==> config.mk <==
export PLATFORM = sky130hd
export DESIGN_NAME = barrier_sync_unit
export DESIGN_NICKNAME = d
export VERILOG_FILES = /design/src/rtl/barrier_sync_pkg.sv /design/src/rtl/barrier_sync_arb.sv /design/src/rtl/barrier_sync_lane.sv /design/src/rtl/barrier_sync_core.sv /design/src/rtl/barrier_sync_unit.sv
export SDC_FILE = /design/constraint.sdc
export NUM_CORES = 1
export LEC_CHECK = 0
export BUFFER_PORTS_ARGS = -buffer_cell sky130_fd_sc_hd__buf_2
export CORE_MARGIN = 2
export CORE_UTILIZATION = 50
export CTS_BUF_LIST = sky130_fd_sc_hd__clkbuf_4
export DETAILED_ROUTE_END_ITERATION = 16
export PLACE_DENSITY = 0.7
export REMOVE_ABC_BUFFERS = 1
export SYNTH_ARGS = -nofsm -noshare
export SYNTH_HDL_FRONTEND = slang
export SYNTH_HIERARCHICAL = 1
export SYNTH_SLANG_ARGS = --single-unit
==> constraint.sdc <==
create_clock -name clk -period 3.26 [get_ports clk]
set_input_delay 0.163 -clock clk [delete_from_list [all_inputs] [get_ports clk]]
set_output_delay 0.163 -clock clk [all_outputs]
set_load 0.01 [all_outputs]
==> src/rtl/barrier_sync_pkg.sv <==
package barrier_sync_pkg;

  typedef enum logic [1:0] {
    LANE_IDLE = 2'd0,
    LANE_PEND = 2'd1,
    LANE_WAIT = 2'd2
  } lane_state_e;

  // Number of set bits in a vector of up to 16 requesters.
  function automatic int unsigned ones16(input logic [15:0] v);
    int unsigned n;
    n = 0;
    for (int k = 0; k < 16; k++) n += int'(v[k]);
    return n;
  endfunction

  // Does counting one more arrival complete the episode?
  function automatic logic completes(input int unsigned arr_cnt, input int unsigned parties);
    return (arr_cnt + 1) == parties;
  endfunction

  // A first arrival must wait while earlier waiters have not all left.
  function automatic logic entry_blocked(input int unsigned arr_cnt, input int unsigned dep_cnt,
                                         input int unsigned parties);
    return (arr_cnt == 0) && (dep_cnt != parties);
  endfunction

endpackage

==> src/rtl/barrier_sync_arb.sv <==
module barrier_sync_arb #(
  parameter int N = 4
) (
  input  logic [N-1:0] req,
  output logic [N-1:0] gnt
);
  logic taken;

  always_comb begin
    gnt   = '0;
    taken = 1'b0;
    for (int k = 0; k < N; k++) begin
      if (req[k] && !taken) begin
        gnt[k] = 1'b1;
        taken  = 1'b1;
      end
    end
  end

  // at most one arrival counted per cycle, only a requesting one
  always_comb begin
    assert_one_grant_R7: assert ($onehot0(gnt) && ((gnt & ~req) == '0));
  end
endmodule

==> src/rtl/barrier_sync_lane.sv <==
module barrier_sync_lane
  import barrier_sync_pkg::*;
(
  input  logic clk,
  input  logic rst_n,
  input  logic arrive,
  input  logic leave,
  input  logic gnt,
  input  logic gnt_final,
  input  logic flag,
  output logic pending,
  output logic departing,
  output logic release_o,
  output logic err
);
  lane_state_e st_q;
  logic        done_q;

  assign pending   = (st_q == LANE_PEND);
  assign departing = (st_q == LANE_WAIT) && flag && leave;
  assign release_o = ((st_q == LANE_WAIT) && flag) || done_q;
  assign err       = (arrive && (st_q != LANE_IDLE)) ||
                     (leave && !((st_q == LANE_WAIT) && flag));

  always_ff @(posedge clk) begin
    if (!rst_n) begin
      st_q   <= LANE_IDLE;
      done_q <= 1'b0;
    end else begin
      done_q <= 1'b0;
      unique case (st_q)
        LANE_IDLE: if (arrive) st_q <= LANE_PEND;
        LANE_PEND: if (gnt) begin
          st_q   <= gnt_final ? LANE_IDLE : LANE_WAIT;
          done_q <= gnt_final;
        end
        LANE_WAIT: if (departing) st_q <= LANE_IDLE;
        default:   st_q <= LANE_IDLE;
      endcase
    end
  end

  // a released waiter stays released until it leaves
  assert_hold_release_R4: assert property (@(posedge clk) disable iff (!rst_n)
    ((st_q == LANE_WAIT) && flag && !leave) |=> release_o);

  // a repeated arrival while waiting leaves the lane waiting
  assert_dup_arrive_ignored_R8: assert property (@(posedge clk) disable iff (!rst_n)
    (arrive && (st_q == LANE_WAIT) && !departing) |=> (st_q == LANE_WAIT));

  // the final arrival's release lasts one cycle
  assert_final_pulse_R3: assert property (@(posedge clk) disable iff (!rst_n)
    done_q |=> !done_q);
endmodule

==> src/rtl/barrier_sync_core.sv <==
module barrier_sync_core
  import barrier_sync_pkg::*;
#(
  parameter int PARTIES = 4,
  parameter int CW      = $clog2(PARTIES + 1)
) (
  input  logic          clk,
  input  logic          rst_n,
  input  logic          take,
  input  logic [CW-1:0] n_left,
  output logic          admit,
  output logic          take_final,
  output logic          flag,
  output logic [CW-1:0] arr_cnt,
  output logic [CW-1:0] dep_cnt
);
  localparam logic [CW-1:0] FULL = CW'(PARTIES);

  assign admit      = !entry_blocked(int'(arr_cnt), int'(dep_cnt), PARTIES);
  assign take_final = completes(int'(arr_cnt), PARTIES);

  always_ff @(posedge clk) begin
    if (!rst_n) begin
      arr_cnt <= '0;
      dep_cnt <= FULL;
      flag    <= 1'b1;
    end else begin
      dep_cnt <= dep_cnt + n_left;
      if (take) begin
        if (arr_cnt == '0) flag <= 1'b0;
        if (take_final) begin
          arr_cnt <= '0;
          dep_cnt <= CW'(1);
          flag    <= 1'b1;
        end else begin
          arr_cnt <= arr_cnt + CW'(1);
        end
      end
    end
  end

  // departures never exceed the group size
  assert_dep_bound_R4: assert property (@(posedge clk) disable iff (!rst_n)
    (dep_cnt <= FULL) && (arr_cnt < FULL));

  // the flag only drops once every previous waiter has left
  assert_gate_R5: assert property (@(posedge clk) disable iff (!rst_n)
    $fell(flag) |-> ($past(dep_cnt) == FULL));

  // raising the flag restarts both counts
  assert_complete_R6: assert property (@(posedge clk) disable iff (!rst_n)
    $rose(flag) |-> ((arr_cnt == '0) && (dep_cnt == CW'(1))));
endmodule

==> src/rtl/barrier_sync_unit.sv <==
module barrier_sync_unit
  import barrier_sync_pkg::*;
#(
  parameter int PARTIES = 4
) (
  input  logic               clk,
  input  logic               rst_n,
  input  logic [PARTIES-1:0] arrive_i,
  input  logic [PARTIES-1:0] leave_i,
  output logic [PARTIES-1:0] release_o,
  output logic               pass_o,
  output logic               proto_err_o
);
  localparam int CW = $clog2(PARTIES + 1);

  logic [PARTIES-1:0] pend, dep_v, err_v, gnt;
  logic [CW-1:0]      n_left, arr_cnt, dep_cnt;
  logic               admit, take_final, flag, err_q;

  barrier_sync_arb #(.N(PARTIES)) u_arb (
    .req (pend & {PARTIES{admit}}),
    .gnt (gnt)
  );

  barrier_sync_core #(.PARTIES(PARTIES), .CW(CW)) u_core (
    .clk        (clk),
    .rst_n      (rst_n),
    .take       (|gnt),
    .n_left     (n_left),
    .admit      (admit),
    .take_final (take_final),
    .flag       (flag),
    .arr_cnt    (arr_cnt),
    .dep_cnt    (dep_cnt)
  );

  for (genvar g = 0; g < PARTIES; g++) begin : g_lane
    barrier_sync_lane u_lane (
      .clk       (clk),
      .rst_n     (rst_n),
      .arrive    (arrive_i[g]),
      .leave     (leave_i[g]),
      .gnt       (gnt[g]),
      .gnt_final (take_final),
      .flag      (flag),
      .pending   (pend[g]),
      .departing (dep_v[g]),
      .release_o (release_o[g]),
      .err       (err_v[g])
    );
  end

  assign n_left = CW'(ones16(16'(dep_v)));

  always_ff @(posedge clk) begin
    if (!rst_n) err_q <= 1'b0;
    else        err_q <= |err_v;
  end

  assign pass_o      = flag;
  assign proto_err_o = err_q;

  // departures happen only while the flag reads pass
  assert_leave_on_pass_R9: assert property (@(posedge clk) disable iff (!rst_n)
    (n_left != '0) |-> flag);
endmodule

==> summary.md <==
| Metric | Value |
|---|---|
| Final setup margin | `between 0.3 and 0.4 ns` |
| Peak VDD IR | `between 0.3 and 0.4 mV` |
| IO Pins | `16` |
| Pre-CTS WS | `between 0.4 and 0.5 ns` |
| Drt first-iter violations | `10` |
| Min-Delay Path Depth | `3` |
| Multi-input logic area | `between 700 and 800 um^2` |
| Total GRT Usage | `0.200` |
| Outcome | `finished clean` |
| Clk_skew | `0.00447 ns` |
| Final Cell Area | `approximately 0.0014 mm^2` |
| NumNets Final | `around 180` |
| Post-CTS Hold Buffers | `0` |
| Crit start category | `register` |
| Clk buf depth | `2` |
| Final wirelength | `2560 um` |
| Setup_tns | `0 ns` |
| CTS Root Cell | `clkbuf_4` |
| Unique masters post-synth | `31` |
| Clk_lat worst skew | `0.31 ns` |
| Vias in the first global route | `between 900 and 1k` |
| DRC viols | `0` |
| Seq/Total Area, Yosys | `0.317` |
| Gp weighted congestion | `0.768` |
| Pwr/cell area | `just under 500 mW/mm^2` |
| Power, Total | `0.711 mW` |
| Fin util | `0.590` |
| # resized after CTS | `0` |
| Post-CTS Setup Repair Bufs | `0` |
| Period utilization | `0.896` |
| Fin. max-slew vios | `0` |
| Non-Filler Instances | `189` |
| Clk slew on worst S/H paths | `between 0.1 and 0.15 ns` |
| Static Leak | `~0.71 nW` |
| Synth warn | `6` |
| N_diodes | `0` |
| H-tree depth | `1` |
| Clock sinks | `20` |
| CTS buffer count | `3` |
| Port bufs | `15` |
| Dpl cells | `~190` |
| Grt ovf | `0` |
| Vias | `about 1.0k` |
| Area after DPL | `between 0.001 and 0.0015 mm^2` |
| CP Max Fanout | `7` |
| Setup violations, final | `0` |
| Detailed Place HPWL | `between 1500 and 2000 um` |
| FP Rows | `18` |
| Yosys reg bits | `20` |
| Initial Util | `0.519` |
| Post-synthesis cell area | `0.00126 mm^2` |
| Layout area overhead | `13.7%` |
| RSZ-0062 raised after global routing | `no` |
| Max-slew headroom | `0.701` |
| Final hold violation count | `0` |
| Post-DRT Antenna Nets | `0` |
| Register Area | `approximately 400 um^2` |
| CTS tree | `done` |
| Worst min path class | `input port to register` |
| MaxCap Viol Count | `0` |
| Fin crit period | `2.92 ns` |
| Fin Hold WS | `0.182 ns` |
| Initial antenna violation count | `0` |
| Avg WL per Cell | `13.5 um` |
| CORE AREA | `approximately 0.0024 mm^2` |
| Cells after synthesis | `139` |
| TritonRoute pass-1 iters | `4` |
| Setup CP Type | `register to register` |
| Largest net degree at the start of global routing | `20` |
| Syn avg cell area | `between 9 and 10 um^2` |
| First-pass GRT wire length | `about 4300 um` |
| R2R cell count | `12` |
| Crit. End Element | `register` |
| Drt via density | `roughly 5.5` |
| Number of fill cells | `230` |
| Die Height | `~54 um` |
| Layout cell share with drive strength beyond 1 | `0.239` |
| Tightest Pin Transition | `roughly 0.45 ns` |
| WP data arrival | `about 3.1 ns` |
| Peak Freq | `342 MHz` |
| Critical Path RT | `between 3 and 4 ns` |
| Chip Width | `roughly 54 um` |
| Die area | `about 0.003 mm^2` |
cell families after synthesis:
kind of cell	share of synthesized area
and+or+nand+nor	0.344
AOI/OAI and AO/OA	0.170
DFF	0.317
buffers and inverters	0.0595
adders and majority gates	0.0814
xor gates and xnor gates	0.0198
muxes	0.00794
layout make-up:
class | instances | share of cell area
Clock buffer | 3 | 0.0157
Clock inverter | 1 | 0.0209
Inverter | 18 | 0.0471
Multi-Input combinational cell | 100 | 0.548
Sequential cell | 20 | 0.279
Tap cell | 30 | 0.0262
Timing Repair Buffer | 17 | 0.0628
path summary, 6_finish.rpt:
| path | slack, ns | from | endpoint |
|---|---|---|---|
| hold / removal | 0.18 | arrive_i[0] | g_lane[0].u_lane/st_q[0] |
| setup reg to reg | 0.34 | g_lane[0].u_lane/st_q[1] | u_core/dep_cnt[2] |
| hold reg to reg | 0.57 | g_lane[1].u_lane/st_q[1] | g_lane[1].u_lane/st_q[0] |
| setup / recovery | 0.34 | g_lane[0].u_lane/st_q[1] | u_core/dep_cnt[2] |
synth_stat cells:
library cell | number | area, um^2
and3_1 | 4 | 25.0
or4_1 | 1 | 7.51
buf_4 | 1 | 7.51
nand3b_1 | 2 | 15.0
o22a_1 | 4 | 35.0
nor3b_2 | 1 | 12.5
and4b_1 | 4 | 40.0
xnor2_2 | 1 | 16.3
and2_1 | 4 | 25.0
nor3b_1 | 1 | 7.51
nor2b_2 | 1 | 8.76
nand2_1 | 6 | 22.5
and2_2 | 4 | 30.0
nor2b_1 | 6 | 37.5
a21o_1 | 5 | 37.5
ha_1 | 5 | 62.6
and3_2 | 1 | 7.51
o31ai_2 | 4 | 50.1
o41a_1 | 1 | 11.3
a22oi_1 | 4 | 30.0
fa_1 | 2 | 40.0
mux2i_1 | 1 | 10.0
and2b_1 | 8 | 60.1
o21ai_1 | 2 | 10.0
nor2_1 | 16 | 60.1
a31oi_1 | 4 | 25.0
nor4b_2 | 5 | 75.1
xnor2_1 | 1 | 8.76
inv_1 | 18 | 67.6
dfxtp_1 | 20 | 400
o21a_1 | 2 | 15.0
power breakdown:
part / leakage (nW) / switching, mW / internal [mW]
Combinational: 0.515 / 0.104 / 0.0994
Sequential: 0.164 / 0.0316 / 0.269
Clock: 0.0279 / 0.0817 / 0.124
cells in the final DEF (no fill, tap or decap), types with 2 or more instances in the layout:
| cell type | n |
|---|---|
| o22a_1 | 4 |
| buf_4 | 2 |
| o21a_1 | 2 |
| and2_1 | 4 |
| and3_1 | 4 |
| nand2_1 | 6 |
| inv_1 | 18 |
| fa_1 | 2 |
| a22oi_1 | 4 |
| a21o_1 | 5 |
| buf_2 | 15 |
| clkbuf_4 | 3 |
| and2_2 | 4 |
| nor2b_1 | 6 |
| o31ai_2 | 4 |
| and2b_1 | 8 |
| dfxtp_1 | 20 |
| nand3b_1 | 2 |
| nor4b_2 | 5 |
| ha_1 | 5 |
| a31oi_1 | 4 |
| and4b_1 | 4 |
| o21ai_1 | 2 |
| nor2_1 | 16 |
sequential cells by signal (all words and copies together) (netlist names):
name,flops
u_core/dep_cnt,3
g_lane.u_lane/done_q,4
g_lane.u_lane/st_q,8
u_core/arr_cnt,3
proto_err_o,1
u_core/flag,1
layer usage:
metal | track usage | vias up | wire (um)
met5 | 0 | - | 0
met4 | 0.0583 | 0 | 29
met3 | 0.0601 | 4 | 101
met2 | 0.323 | 20 | 1190
met1 | 0.255 | 495 | 1230
li1 | - | 524 | -
worst max-delay path: stages, from the launching register on:
cell	delay (ns)
dfxtp_1	0.47
and2b_1	0.20
and3_1	0.16
inv_1	0.05
fa_1	0.53
inv_1	0.05
ha_1	0.18
ha_1	0.28
inv_1	0.06
fa_1	0.45
xnor2_2	0.16
xnor2_1	0.14
o21ai_1	0.07
Power figures use the tool's default switching activity.
